**config.mk**
```make
export PLATFORM = sky130hd
export DESIGN_NAME = bootlock_ctrl
export DESIGN_NICKNAME = d
export VERILOG_FILES = /design/src/rtl/bootlock_pkg.sv /design/src/rtl/bootlock_access_chk.sv /design/src/rtl/bootlock_lock_seq.sv /design/src/rtl/bootlock_err_flags.sv /design/src/rtl/bootlock_regs.sv /design/src/rtl/bootlock_ctrl.sv
export SDC_FILE = /design/constraint.sdc
export NUM_CORES = 1
export LEC_CHECK = 0
export ABC_AREA = 1
export BUFFER_PORTS_ARGS = -buffer_cell sky130_fd_sc_hd__clkbuf_2
export CAP_MARGIN = 30
export CORE_UTILIZATION = 45
export DETAILED_ROUTE_END_ITERATION = 10
export GPL_TIMING_DRIVEN = 0
export PLACE_DENSITY = 0.76
export SLEW_MARGIN = 20
export SYNTH_ARGS = -nofsm -noshare
export SYNTH_HDL_FRONTEND = slang
export SYNTH_SLANG_ARGS = --single-unit
```
**constraint.sdc**
```tcl
create_clock -name clk -period 1.65 [get_ports clk]
set_input_delay 0.0825 -clock clk [delete_from_list [all_inputs] [get_ports clk]]
set_output_delay 0.0825 -clock clk [all_outputs]
set_load 0.03 [all_outputs]
```
**src/rtl/bootlock_pkg.sv**
```systemverilog
package bootlock_pkg;

  typedef enum logic [1:0] {
    ACC_FETCH = 2'd0,
    ACC_READ  = 2'd1,
    ACC_WRITE = 2'd2,
    ACC_NONE  = 2'd3
  } acc_kind_e;

  localparam logic [1:0] ADDR_CTRL = 2'd0;
  localparam logic [1:0] ADDR_STAT = 2'd1;
  localparam logic [1:0] ADDR_ERR  = 2'd2;

  localparam logic [1:0] NVM_CODE_NONE = 2'd0;
  localparam logic [1:0] NVM_CODE_MASK = 2'd1;
  localparam logic [1:0] NVM_CODE_SEC  = 2'd2;

  typedef struct packed {
    logic       ibus;
    logic       dbus;
    logic       nvm;
    logic [1:0] code;
  } verdict_t;

endpackage

```
**src/rtl/bootlock_access_chk.sv**
```systemverilog
module bootlock_access_chk
  import bootlock_pkg::*;
#(
  parameter int NREGIONS = 8,
  parameter int BOOT     = 0,
  localparam int RW      = (NREGIONS > 1) ? $clog2(NREGIONS) : 1
) (
  input  logic                valid,
  input  acc_kind_e           kind,
  input  logic [RW-1:0]       src,
  input  logic [RW-1:0]       tgt,
  input  logic [NREGIONS-1:0] mask,
  input  logic                fuse,
  input  logic                lock,
  output logic                ok,
  output verdict_t            verdict
);

  localparam logic [RW-1:0] BOOT_ID = RW'(BOOT);

  logic [NREGIONS-1:0] tgt_hot;
  logic mask_hit, guard_hit, active, blocked;

  for (genvar g = 0; g < NREGIONS; g++) begin : g_tgt
    assign tgt_hot[g] = (tgt == RW'(g));
  end

  always_comb begin
    active    = valid && (kind != ACC_NONE);
    mask_hit  = (|(tgt_hot & mask)) && (src != tgt);
    guard_hit = fuse && lock && (src != BOOT_ID) && (tgt == BOOT_ID);
    blocked   = active && (mask_hit || guard_hit);
    ok        = !blocked;
    verdict.ibus = blocked && (kind == ACC_FETCH);
    verdict.dbus = blocked && (kind == ACC_READ);
    verdict.nvm  = blocked && (kind == ACC_WRITE);
    verdict.code = !(blocked && (kind == ACC_WRITE)) ? NVM_CODE_NONE :
                   guard_hit ? NVM_CODE_SEC : NVM_CODE_MASK;
  end

endmodule

```
**src/rtl/bootlock_lock_seq.sv**
```systemverilog
module bootlock_lock_seq
  import bootlock_pkg::*;
(
  input  logic      clk,
  input  logic      rst_n,
  input  logic      fuse,
  input  logic      done,
  input  logic      valid,
  input  acc_kind_e kind,
  input  logic      tgt_in_boot,
  output logic      lock
);

  logic arm;

  // Lock engages when execution leaves the start-up region after completion.
  assign arm = fuse && done && valid && (kind == ACC_FETCH) && !tgt_in_boot;

  always_ff @(posedge clk or negedge rst_n) begin
    if (!rst_n) lock <= 1'b0;
    else if (arm) lock <= 1'b1;
  end

endmodule

```
**src/rtl/bootlock_err_flags.sv**
```systemverilog
module bootlock_err_flags
  import bootlock_pkg::*;
(
  input  logic       clk,
  input  logic       rst_n,
  input  verdict_t   verdict,
  input  logic       clr_en,
  input  logic [3:0] clr_bits,
  output logic [3:0] flags
);

  logic       ibus_q, dbus_q;
  logic [1:0] code_q;

  always_ff @(posedge clk or negedge rst_n) begin
    if (!rst_n) begin
      ibus_q <= 1'b0;
      dbus_q <= 1'b0;
      code_q <= NVM_CODE_NONE;
    end else begin
      // A fresh error outranks a same-cycle clear.
      ibus_q <= verdict.ibus | (ibus_q & ~(clr_en & clr_bits[0]));
      dbus_q <= verdict.dbus | (dbus_q & ~(clr_en & clr_bits[1]));
      if (verdict.nvm)
        code_q <= verdict.code;
      else if (clr_en && (|clr_bits[3:2]))
        code_q <= NVM_CODE_NONE;
    end
  end

  assign flags = {code_q, dbus_q, ibus_q};

endmodule

```
**src/rtl/bootlock_regs.sv**
```systemverilog
module bootlock_regs
  import bootlock_pkg::*;
#(
  parameter int DATA_W = 32
) (
  input  logic              clk,
  input  logic              cold_rst_n,
  input  logic              rst_n,
  input  logic              wr_en,
  input  logic [1:0]        addr,
  input  logic [DATA_W-1:0] wdata,
  input  logic              wprot,
  input  logic              lock,
  input  logic [3:0]        err,
  output logic [DATA_W-1:0] rdata,
  output logic              done,
  output logic              irq_en,
  output logic [DATA_W-1:0] status
);

  logic wr_ok;
  assign wr_ok = wr_en && !wprot;

  always_ff @(posedge clk or negedge rst_n) begin
    if (!rst_n) begin
      done   <= 1'b0;
      irq_en <= 1'b0;
    end else if (wr_ok && addr == ADDR_CTRL) begin
      done   <= wdata[0];
      irq_en <= wdata[2];
    end
  end

  // Status survives warm resets.
  always_ff @(posedge clk or negedge cold_rst_n) begin
    if (!cold_rst_n) status <= '0;
    else if (wr_ok && addr == ADDR_STAT) status <= wdata;
  end

  always_comb begin
    rdata = '0;
    unique case (addr)
      ADDR_CTRL: rdata[2:0] = {irq_en, lock, done};
      ADDR_STAT: rdata      = status;
      ADDR_ERR:  rdata[3:0] = err;
      default:   rdata      = '0;
    endcase
  end

endmodule

```
**src/rtl/bootlock_ctrl.sv**
```systemverilog
module bootlock_ctrl
  import bootlock_pkg::*;
#(
  parameter int NREGIONS    = 8,
  parameter int BOOT_REGION = 0,
  parameter int DATA_W      = 32,
  localparam int RW         = (NREGIONS > 1) ? $clog2(NREGIONS) : 1
) (
  input  logic                clk,
  input  logic                cold_rst_n,
  input  logic                warm_rst_n,
  input  logic                fuse_en,
  input  logic [NREGIONS-1:0] region_block_mask,
  input  logic                reg_wr_en,
  input  logic [1:0]          reg_addr,
  input  logic [DATA_W-1:0]   reg_wdata,
  output logic [DATA_W-1:0]   reg_rdata,
  input  logic                req_valid,
  output logic                req_ready,
  input  logic [1:0]          req_kind,
  input  logic [RW-1:0]       req_src,
  input  logic [RW-1:0]       req_tgt,
  output logic                req_ok,
  output logic                trap_ibus,
  output logic                trap_dbus,
  output logic                nvm_irq
);

  localparam logic [RW-1:0] BOOT_ID = RW'(BOOT_REGION);

  logic        rst_n;
  logic        lock_q, done_q, irq_en_q, wprot;
  logic [3:0]  err_q;
  logic [DATA_W-1:0] status_q;
  acc_kind_e   kind;
  verdict_t    verdict;

  assign rst_n     = cold_rst_n & warm_rst_n;
  assign kind      = acc_kind_e'(req_kind);
  assign wprot     = fuse_en & lock_q;
  assign req_ready = 1'b1;

  bootlock_access_chk #(.NREGIONS(NREGIONS), .BOOT(BOOT_REGION)) u_chk_path (
    .valid   (req_valid),
    .kind    (kind),
    .src     (req_src),
    .tgt     (req_tgt),
    .mask    (region_block_mask),
    .fuse    (fuse_en),
    .lock    (lock_q),
    .ok      (req_ok),
    .verdict (verdict)
  );

  bootlock_lock_seq u_lock (
    .clk         (clk),
    .rst_n       (rst_n),
    .fuse        (fuse_en),
    .done        (done_q),
    .valid       (req_valid),
    .kind        (kind),
    .tgt_in_boot (req_tgt == BOOT_ID),
    .lock        (lock_q)
  );

  bootlock_err_flags u_err (
    .clk      (clk),
    .rst_n    (rst_n),
    .verdict  (verdict),
    .clr_en   (reg_wr_en && reg_addr == ADDR_ERR),
    .clr_bits (reg_wdata[3:0]),
    .flags    (err_q)
  );

  bootlock_regs #(.DATA_W(DATA_W)) u_regs (
    .clk        (clk),
    .cold_rst_n (cold_rst_n),
    .rst_n      (rst_n),
    .wr_en      (reg_wr_en),
    .addr       (reg_addr),
    .wdata      (reg_wdata),
    .wprot      (wprot),
    .lock       (lock_q),
    .err        (err_q),
    .rdata      (reg_rdata),
    .done       (done_q),
    .irq_en     (irq_en_q),
    .status     (status_q)
  );

  assign trap_ibus = verdict.ibus;
  assign trap_dbus = verdict.dbus;
  assign nvm_irq   = irq_en_q && (err_q[3:2] != NVM_CODE_NONE);

endmodule

```
Word level (Yosys, flattened, before mapping)
Cells that the tools add are included.
Word-level totals
  register bits: 39
  bits in latches: 0
  RAM bits: 0
  bits in read-only memories: 0
  input bits: 56
  output and inout port bits: 37
  memories kept: 0
Cells by class
  add/sub/neg operators: 0
  $mul: 0
  divide/modulo/power cells: 0
  magnitude comparators: 0
  eq/ne operators: 13
  shift operators: 0
  multiplexer cells: 6
  bitwise operators: 11
  reductions and logical operators: 31
Operator list (number)
  two-way mux 28 bit: 1
  logical AND 1 bit: 19
  == test 3 bit (second input constant): 4
  one-hot mux 3 bit (3 select lines): 1
  bitwise AND 8 bit: 1
  OR reduction 8 bit: 1
  bitwise AND 1 bit: 6
  == test 3 x 2 -> 1 bit (second input constant): 2
  two-way mux 2 bit: 3
  == test 2 x 1 -> 1 bit (second input constant): 2
  == test 2 bit (second input constant): 2
  logical NOT 2 bit: 2
  nonzero test 2 bit: 2
  == test 3 x 1 -> 1 bit (second input constant): 1
  logical NOT 1 bit: 3
  logical NOT 3 bit: 1
  != test 3 bit: 1
  nonzero test 3 bit: 1
  != test 2 bit (second input constant): 1
  NOT 1 bit: 2
  OR 1 bit: 2
  one-hot mux 1 bit (2 select lines): 1
  OR reduction 2 bit: 1
  logical OR 1 bit: 1

Longest topological paths before layout
Gate-level depths: netlist of run 1.
  word-level depth: 8
  gate-level depth with buffers: 11
  depth with buffers taken out: 10

By module
From an unflattened synthesis of run 1, not the netlist that was laid out.
Unflattened totals
  cells, all modules: 339
  area, all modules: 2389.8 um2
By module, submodules not included
  bootlock_regs: instances 1, cells an instance 240, area each 1803.0 um2, seq. area each 850.8 um2
  bootlock_access_chk: instances 1, cells an instance 57, area each 287.8 um2, seq. area each 0.0 um2
  bootlock_err_flags: instances 1, cells an instance 18, area each 175.2 um2, seq. area each 100.1 um2
  bootlock_ctrl: instances 1, cells an instance 15, area each 62.6 um2, seq. area each 0.0 um2
  bootlock_lock_seq: instances 1, cells an instance 9, area each 61.3 um2, seq. area each 25.0 um2

Worst setup path after synthesis of run 1
OpenSTA, ideal clock, no wires.
  path type: input to output
  start: input reg_addr[1]
  end: output reg_rdata[3]
  data arrival time: 1.481 ns
  required time: 1.567 ns
  slack: 0.086 ns
  cell stages on the path: 6
  buffers on the path: 2
  cell sequence: inv_1 -> ha_1 -> buf_2 -> clkbuf_1 -> nand2_1 -> a21boi_0
On the way
  cells in the longest elaborated chain, start to end: 2
Ends and longest elaborated chain
  start, declared: line bootlock_ctrl.sv:15  | input logic [1:0] reg_addr,
  == test 2 bit or == test 2 x 1 -> 1 bit (tied branches): line bootlock_regs.sv:42  | unique case (addr)
  one-hot mux 1 bit (2 select lines) *: line bootlock_regs.sv:42
  end, declared: line bootlock_ctrl.sv:17  | output logic [DATA_W-1:0] reg_rdata,
Every way passes the cells marked *; elsewhere a longest branch is shown, timed or not.

Final worst setup path of run 1
  start: register u_lock.lock
  end: output trap_dbus
On the way
  cells in the longest elaborated chain, start to end: 6
Ends and longest elaborated chain
  start, declared: line bootlock_lock_seq.sv:11  | output logic lock
  start signal, assigned: line bootlock_lock_seq.sv:20  | if (!rst_n) lock <= 1'b0;
  start signal, assigned: line bootlock_lock_seq.sv:21  | else if (arm) lock <= 1'b1;
  logical AND 1 bit (3 in series): line bootlock_access_chk.sv:31  | guard_hit = fuse && lock && (src != BOOT_ID) && (tgt == BOOT_ID);
  logical OR 1 bit: line bootlock_access_chk.sv:32  | blocked = active && (mask_hit || guard_hit);
  logical AND 1 bit: line bootlock_access_chk.sv:32
  logical AND 1 bit: line bootlock_access_chk.sv:35  | verdict.dbus = blocked && (kind == ACC_READ);
  end, declared: line bootlock_ctrl.sv:25  | output logic trap_dbus,
No other way between the ends.

==> metrics.csv, run 1 <==
stage;metric;value;unit
floorplan;Die Y;71.48;um
global_routing;met1 Resource Use GR;23.11;%
sta;Slew headroom;46.98;%
global_routing;layer carrying the most global-route usage;met2;
cells_and_area;Filler cells;421;
cts;root buffer cell;clkbuf_8;
global_routing;GR Util met2;32.49;%
synthesis;cell count after synthesis;244;
worst_setup_path;kind of critical path;flip-flop to output port;
sta;Tcrit/Tclk final;96.09;%
detailed_routing;DR iter-0 viols;93;
synthesis;Net Count, Synth;304;
pwr;Leak;1.736;nW
global_routing;grt met3 use;4.360;%
cells_and_area;Diodes inserted;0;
cts;Clock Latency Late Sink;0.28;ns
detailed_routing;1st-pass router iterations;4;
global_routing;first-pass GRT wire length;7410;um
global_routing;GR Overflow Total;0;
sta;final setup fails;0;
cells_and_area;area delta synth->final;30.82;%
global_routing;gr usage total;19.09;%
synthesis;Synth area leaders;dfrtp_1, mux2_2, nand2_1, inv_1, ha_1;
global_routing;largest net degree at the start of global routing;34;
cts;setup repair bufs after CTS;0;
floorplan;core region area;0.004504;sq mm
floorplan;Die ar.;0.005109;sq mm
cts;CTS max path bufs;2;
cts;clock sink total;39;
min_path;HP Class;primary input to flip-flop;
worst_setup_path;WP data arrival;1.50;ns
worst_setup_path;startpoint types;flip-flop;
detailed_routing;Routed Wire Length;4525;um
worst_setup_path;Crit Path Max Fanout;5;
floorplan;starting density of the core;48.22;%
placed_design;Placer Congestion;0.8039;
worst_setup_path;critical path's most frequent cell;nand2_4;
floorplan;# rows;24;
pwr;Worst VDD drop;0.7516;mV
sta;Max Clock Skew;0.007401;ns
detailed_routing;antenna viol nets, final;0;
placed_design;dpl hpwl;3650;um
sta;Tmin final;1.586;ns
run;max_cap viols;0;
cts;Clock Pin Slew Worst Setup and Hold Paths;0.08;ns
sta;fin worst setup slack;0.06443;ns
sta;Tightest Pin Transition;0.7953;ns
placed_design;pre-CTS setup slack;0.04788;ns
placed_design;Port Buffers;89;
synthesis;Unique masters post-synth;30;
cts;clock buffer count from CTS;5;
global_routing;number of global-route vias before repair;1746;
cts;CTS H-tree lvls;2;
cells_and_area;ratio of cells with drive above 1 in the final layout;41.69;%
detailed_routing;DRC;0;
worst_setup_path;worst reg2reg path depth;4;
synthesis;Synth Warn #;0;
worst_setup_path;critical-path cell list;nand2_2, nor3_4, inv_2, nand2_4, nand2_4, nor2_1, clkbuf_4;
floorplan;IO Count;93;
worst_setup_path;worst r2r dst;u_regs.status[6];
worst_setup_path;r2r setup slk;0.29;ns
min_path;Worst Hold Path EP;u_regs.status[16];
detailed_routing;routed len/inst;11.46;um
worst_setup_path;Crit. End Element;output port;
synthesis;cell taking the most area after synthesis;dfrtp_1;
sta;final hold slack;0.007127;ns
cells_and_area;fin nets;402;
sta;achievable frequency;630.7;MHz
detailed_routing;Via Count;1834;
synthesis;area share of the largest cell type after synthesis;44.93;%
synthesis;synthesized area per cell;8.902;sq um
worst_setup_path;Critical Path RT;1.57;ns
worst_setup_path;Max stage delay on crit path;0.38;ns
cts;CTS tree;yes;
synthesis;Synth Cell Area;0.002172;sq mm
detailed_routing;Via density;4.643;
min_path;worst hold start;reg_wdata[16];
pwr;PD cells;1070;mW/mm^2
synthesis;#FFs+latches synth;39;
min_path;WHS Path Cells;2;
global_routing;initial antenna violation count;0;
worst_setup_path;FF-to-FF Start;u_lock.lock;
status;status;finished, final reports clean;
worst_setup_path;Critical-path top delay cell;dfrtp_1;
floorplan;die width;71.48;um
sta;max-slew violations;0;
synthesis;sequential area share after synthesis;44.93;%
sta;Final Hold Fails;0;
final cells by class:
cell class,count,area [sq um],share of cell area [%]
Multi-Input combinational cell,144,938.4,33.03
Clock inverter,2,60.06,2.114
Tap cell,52,65.06,2.290
Clock buffer,6,72.57,2.554
Inverter,51,191.4,6.737
Buffer,10,67.56,2.378
Timing Repair Buffer,91,470.5,16.56
Sequential cell,39,975.9,34.35
flip-flops by register name, summed over array words and instances (netlist names):
signal,cells
u_err.ibus_q,1
u_err.dbus_q,1
u_lock.lock,1
u_err.code_q,2
u_regs.irq_en,1
u_regs.done,1
u_regs.status,32
logic make-up after synthesis:
logic type / count (synthesis) / synth area share [%]
other: 1 / 0.1726
AND/OR/NAND/NOR: 92 / 20.33
multiplexers: 28 / 14.52
adder cells (fa/ha/maj): 4 / 2.304
flip-flops: 39 / 44.93
XOR/XNOR: 3 / 1.210
AO/OA/AOI/OAI: 16 / 4.666
buffers and inverters: 61 / 11.87
power breakdown:
part | internal (mW) | switching [mW] | leakage [nW]
Sequential | 1.19 | 0.121 | 0.467
Clock | 0.604 | 0.324 | 0.0654
Combinational | 0.345 | 0.456 | 1.20
Total | 2.14 | 0.902 | 1.74
worst max-delay path, delay by kind of cell (launching register included):
family                 cells  cell delay [ns]
buffers and inverters      2             0.25
flip-flops                 1             0.38
AND/OR/NAND/NOR            5             0.58
synth_stat cells:
cell type  count
buf_2          2
o21ai_2        2
nand3_2        2
nand2_2        1
nand2_4        3
o21a_1         1
clkbuf_1       3
mux2_2        26
xnor2_1        3
ha_1           4
nor3_4         1
a21boi_0       1
nand4_1        1
nand2_1       63
dfrtp_1       39
a21oi_1        2
nor2_8         1
inv_1         50
o21ai_0        8
mux2_1         2
nor3_1         1
nand3_4        1
nand3_1       10
conb_1         1
a21oi_2        1
nor2_1         8
a41o_1         1
inv_2          1
buf_6          2
buf_4          3
worst max path at each step:
stage                startpoint            to  slack, ns  depth (start not counted)
floorplan           reg_addr[1]  reg_rdata[3]       0.09                          6
global placement    reg_addr[1]  reg_rdata[3]       0.04                          8
detailed placement  reg_addr[1]  reg_rdata[1]       0.05                         10
CTS                 u_lock.lock     trap_ibus       0.03                          7
global route        u_lock.lock     trap_dbus     -0.002                          7
finish              u_lock.lock     trap_dbus       0.06                          7
cells in the final DEF, fill, tap and decap left out, drive strengths merged:
cell type,count
clkbuf,98
nand2,67
inv,51
dfrtp,39
mux2,28
nand3,13
o21ai,10
nor2,9
buf,7
ha,4
xnor2,3
a21oi,3
bufinv,2
dlygate4sd3,2
nor3,2
a21boi,1
o21a,1
nand4,1
a41o,1
conb,1
repair_timing:
| action | in CTS | in global routing |
|---|---|---|
| endpoints found under the setup margin | 0 | 4 |
| hold buffers | 2 | 0 |
| resized for setup | 0 | 6 |
| hold endpoints to repair | 39 | 0 |
per-stage QoR:
stage | total power, mW | util [%] | setup TNS (ns) | instance area (sq um) | cells
6_report | 3.041 | 63.08 | 0 | 2841 | 395
5_1_grt | 3.218 | 63.08 | -0.001677 | 2841 | 395
4_1_cts | 3.070 | 62.94 | 0 | 2835 | 395
3_5_place_dp | 2.138 | 59.56 | 0 | 2683 | 385
3_3_place_gp | 2.102 | 59.56 | 0 | 2683 | 385
2_1_floorplan | 1.876 | - | 0 | 2172 | 244
routing by layer:
metal  vias up  part of all wire (%)
met2        56                    50
met1       832                    42
li1        935                     -
met5         -                     0
met3        11                   6.1
met4         0                   2.0
Note: power is estimated with default switching activity, not from simulation.
==> run 2, diff against run 1 <==
--- a/config.mk
+++ b/config.mk
@@ -8,10 +8,11 @@
 export ABC_AREA = 1
 export BUFFER_PORTS_ARGS = -buffer_cell sky130_fd_sc_hd__clkbuf_2
 export CAP_MARGIN = 30
-export CORE_UTILIZATION = 45
+export CORE_UTILIZATION = 48
 export DETAILED_ROUTE_END_ITERATION = 10
 export GPL_TIMING_DRIVEN = 0
-export PLACE_DENSITY = 0.76
+export PLACE_DENSITY = 0.8
+export SKIP_LAST_GASP = 1
 export SLEW_MARGIN = 20
 export SYNTH_ARGS = -nofsm -noshare
 export SYNTH_HDL_FRONTEND = slang
==> metrics.csv, run 2 (same netlist as run 1, synthesis figures left out) <==
stage;metric;value;unit;change
cells_and_area;Diodes inserted;0;;unchanged
sta;Final Hold Fails;0;;unchanged
worst_setup_path;r2r setup slk;0.31;ns;was 0.29 ns
floorplan;IO Count;93;;unchanged
worst_setup_path;WP data arrival;1.46;ns;was 1.50 ns
run;max_cap viols;0;;unchanged
worst_setup_path;Critical Path RT;1.57;ns;about the same
cts;Clock Pin Slew Worst Setup and Hold Paths;0.07;ns;was 0.08 ns
floorplan;die width;69.27;um;was 71.48 um
global_routing;gr usage total;20.76;%;was 19.09%
pwr;Total Power;2.775;mW;was 3.041 mW
cells_and_area;fin nets;403;;was 402
detailed_routing;max layer used;met4;;unchanged
floorplan;core region area;0.004354;sq mm;was 0.004504 sq mm
cts;clock sink total;39;;unchanged
cells_and_area;Largest register FFs;32;;unchanged
worst_setup_path;worst reg2reg path depth;4;;unchanged
worst_setup_path;Crit Path Max Fanout;5;;unchanged
pwr;PD cells;990.7;mW/mm^2;was 1070 mW/mm^2
cells_and_area;largest registers;u_regs.status (32), u_err.code_q (2);;unchanged
sta;fin worst setup slack;0.1031;ns;was 0.06443 ns
sta;Tightest Pin Transition;0.8304;ns;was 0.7953 ns
worst_setup_path;Crit. End Element;output port;;unchanged
global_routing;largest net degree at the start of global routing;34;;unchanged
cts;root buffer cell;clkbuf_8;;unchanged
cts;CTS H-tree lvls;2;;unchanged
worst_setup_path;worst r2r dst;u_regs.status[16];;was u_regs.status[6]
sta;RSZ-0062 raised after global routing;false;;
detailed_routing;DRC;0;;unchanged
placed_design;Port Buffers;89;;unchanged
detailed_routing;DR iter-0 viols;85;;was 93
worst_setup_path;kind of critical path;flip-flop to output port;;unchanged
worst_setup_path;worst setup path end;trap_ibus;;was trap_dbus
worst_setup_path;FF-to-FF Start;u_lock.lock;;unchanged
detailed_routing;WL met3;226;um;was 276 um
sta;Final TNS setup;0;ns;unchanged
detailed_routing;Via density;4.699;;was 4.643
global_routing;first-pass GRT wire length;7962;um;was 7410 um
cells_and_area;area delta synth->final;28.97;%;was 30.82%
detailed_routing;routed len/inst;11.70;um;was 11.46 um
pwr;Leak;1.723;nW;was 1.736 nW
detailed_routing;1st-pass router iterations;4;;unchanged
status;status;finished, final reports clean;;unchanged
cells_and_area;leading cell type in the layout, fill and taps excluded;clkbuf_2;;unchanged
sta;Tcrit/Tclk final;93.75;%;was 96.09%
global_routing;number of global-route vias before repair;1869;;was 1746
sta;final setup fails;0;;unchanged
detailed_routing;Via Count;1856;;was 1834
cells_and_area;largest register by flop count;u_regs.status;;unchanged
cts;clock buffer count from CTS;5;;unchanged
sta;achievable frequency;646.5;MHz;was 630.7 MHz
detailed_routing;M1 WL;1897;um;was 1881 um
worst_setup_path;startpoint types;flip-flop;;unchanged
cts;CTS max path bufs;2;;unchanged
sta;Max Clock Skew;0.004248;ns;was 0.007401 ns
cts;CTS tree;yes;;unchanged
floorplan;Die ar.;0.004798;sq mm;was 0.005109 sq mm
cells_and_area;ratio of cells with drive above 1 in the final layout;41.98;%;was 41.69%
sta;Tmin final;1.547;ns;was 1.586 ns
cells_and_area;most frequent cells in the layout;clkbuf_2, nand2_1, inv_1, dfrtp_1, mux2_2;;unchanged
floorplan;Die Y;69.27;um;was 71.48 um
cts;Clock Latency Late Sink;0.29;ns;was 0.28 ns
sta;Slew headroom;44.64;%;was 46.98%
floorplan;starting density of the core;49.89;%;was 48.22%
pwr;Worst VDD drop;0.7432;mV;was 0.7516 mV
worst_setup_path;CP Launch Point;u_lock.lock;;unchanged
global_routing;GR Overflow Total;0;;unchanged
detailed_routing;DR WL met2;2364;um;was 2275 um
floorplan;# rows;24;;unchanged
detailed_routing;Routed Wire Length;4620;um;was 4525 um
global_routing;initial antenna violation count;0;;unchanged
placed_design;pre-CTS setup slack;0.03333;ns;was 0.04788 ns
sta;max-slew violations;0;;unchanged
placed_design;Placer Congestion;0.8349;;was 0.8039
detailed_routing;antenna viol nets, final;0;;unchanged
placed_design;dpl hpwl;3645;um;was 3650 um
min_path;HP Class;primary input to flip-flop;;unchanged
run 2: changes by cell type in the layout (fill, tap and decap cells not counted):
cell | previous run | this run
buf_4 | 3 | 5
bufinv_16 | 2 | 0
clkbuf_4 | 2 | 0
clkbuf_1 | 3 | 2
clkbuf_2 | 88 | 89
clkbuf_8 | 5 | 6
clkinv_2 | 0 | 1
run 2: per-layer routing:
metal  track usage, %  vias to the layer above
met5                0                        -
met2            36.89                       58
li1                 -                      932
met1            24.28                      853
met3            3.343                       13
met4            9.977                        0
run 2: timing repair:
action,CTS,global route
hold buffers,2,0
gates resized for setup,0,5
endpoints found under the setup margin,0,4
buffers inserted,0,1
endpoints found under the hold margin,39,0
run 2: worst min path at each step:
stage	from	cells after the start	to
after CTS	reg_wdata[17]	2	u_regs.status[17]
after detailed placement	warm_rst_n	3	u_err.ibus_q
final	reg_wdata[17]	2	u_regs.status[17]
after global placement	warm_rst_n	3	u_err.ibus_q
after global routing	reg_wdata[16]	2	u_regs.status[16]
after floorplan	cold_rst_n	0	u_regs.status[0]
run 2: where the power goes:
part | internal, mW | switching [mW]
sequential | 1.19 | 0.121
clock | 0.328 | 0.314
combinational | 0.356 | 0.466
total | 1.87 | 0.901
run 2: critical path: stages, from the launching register on:
cell      delay, ns
dfrtp_1        0.37
nand2_2        0.11
nor3_4         0.19
inv_2          0.06
nand2_4        0.08
nand2_4        0.06
nor2_1         0.10
clkbuf_2       0.20
run 2: through the flow:
| stage | utilization (%) | cells | hold slack [ns] | cell area [sq um] |
|---|---|---|---|---|
| final | 64.34 | 395 | 0.005997 | 2801 |
| after global routing | 64.34 | 395 | 0.002548 | 2801 |
| after CTS | 64.08 | 394 | 0.002692 | 2790 |
| after detailed placement | 61.61 | 385 | 0.04653 | 2683 |
| after global placement | 61.61 | 385 | 0.04487 | 2683 |
| after floorplan | - | 244 | -0.2131 | 2172 |
run 2: layout make-up:
| class | count | area [sq um] |
|---|---|---|
| Clock inverter | 1 | 5.005 |
| Inverter | 51 | 191.4 |
| Clock buffer | 6 | 82.58 |
| Timing Repair Buffer | 92 | 475.5 |
| Buffer | 10 | 67.56 |
| Multi-Input combinational cell | 144 | 938.4 |
| Fill cell | 390 | 1553 |
| Tap cell | 52 | 65.06 |
| Sequential cell | 39 | 975.9 |
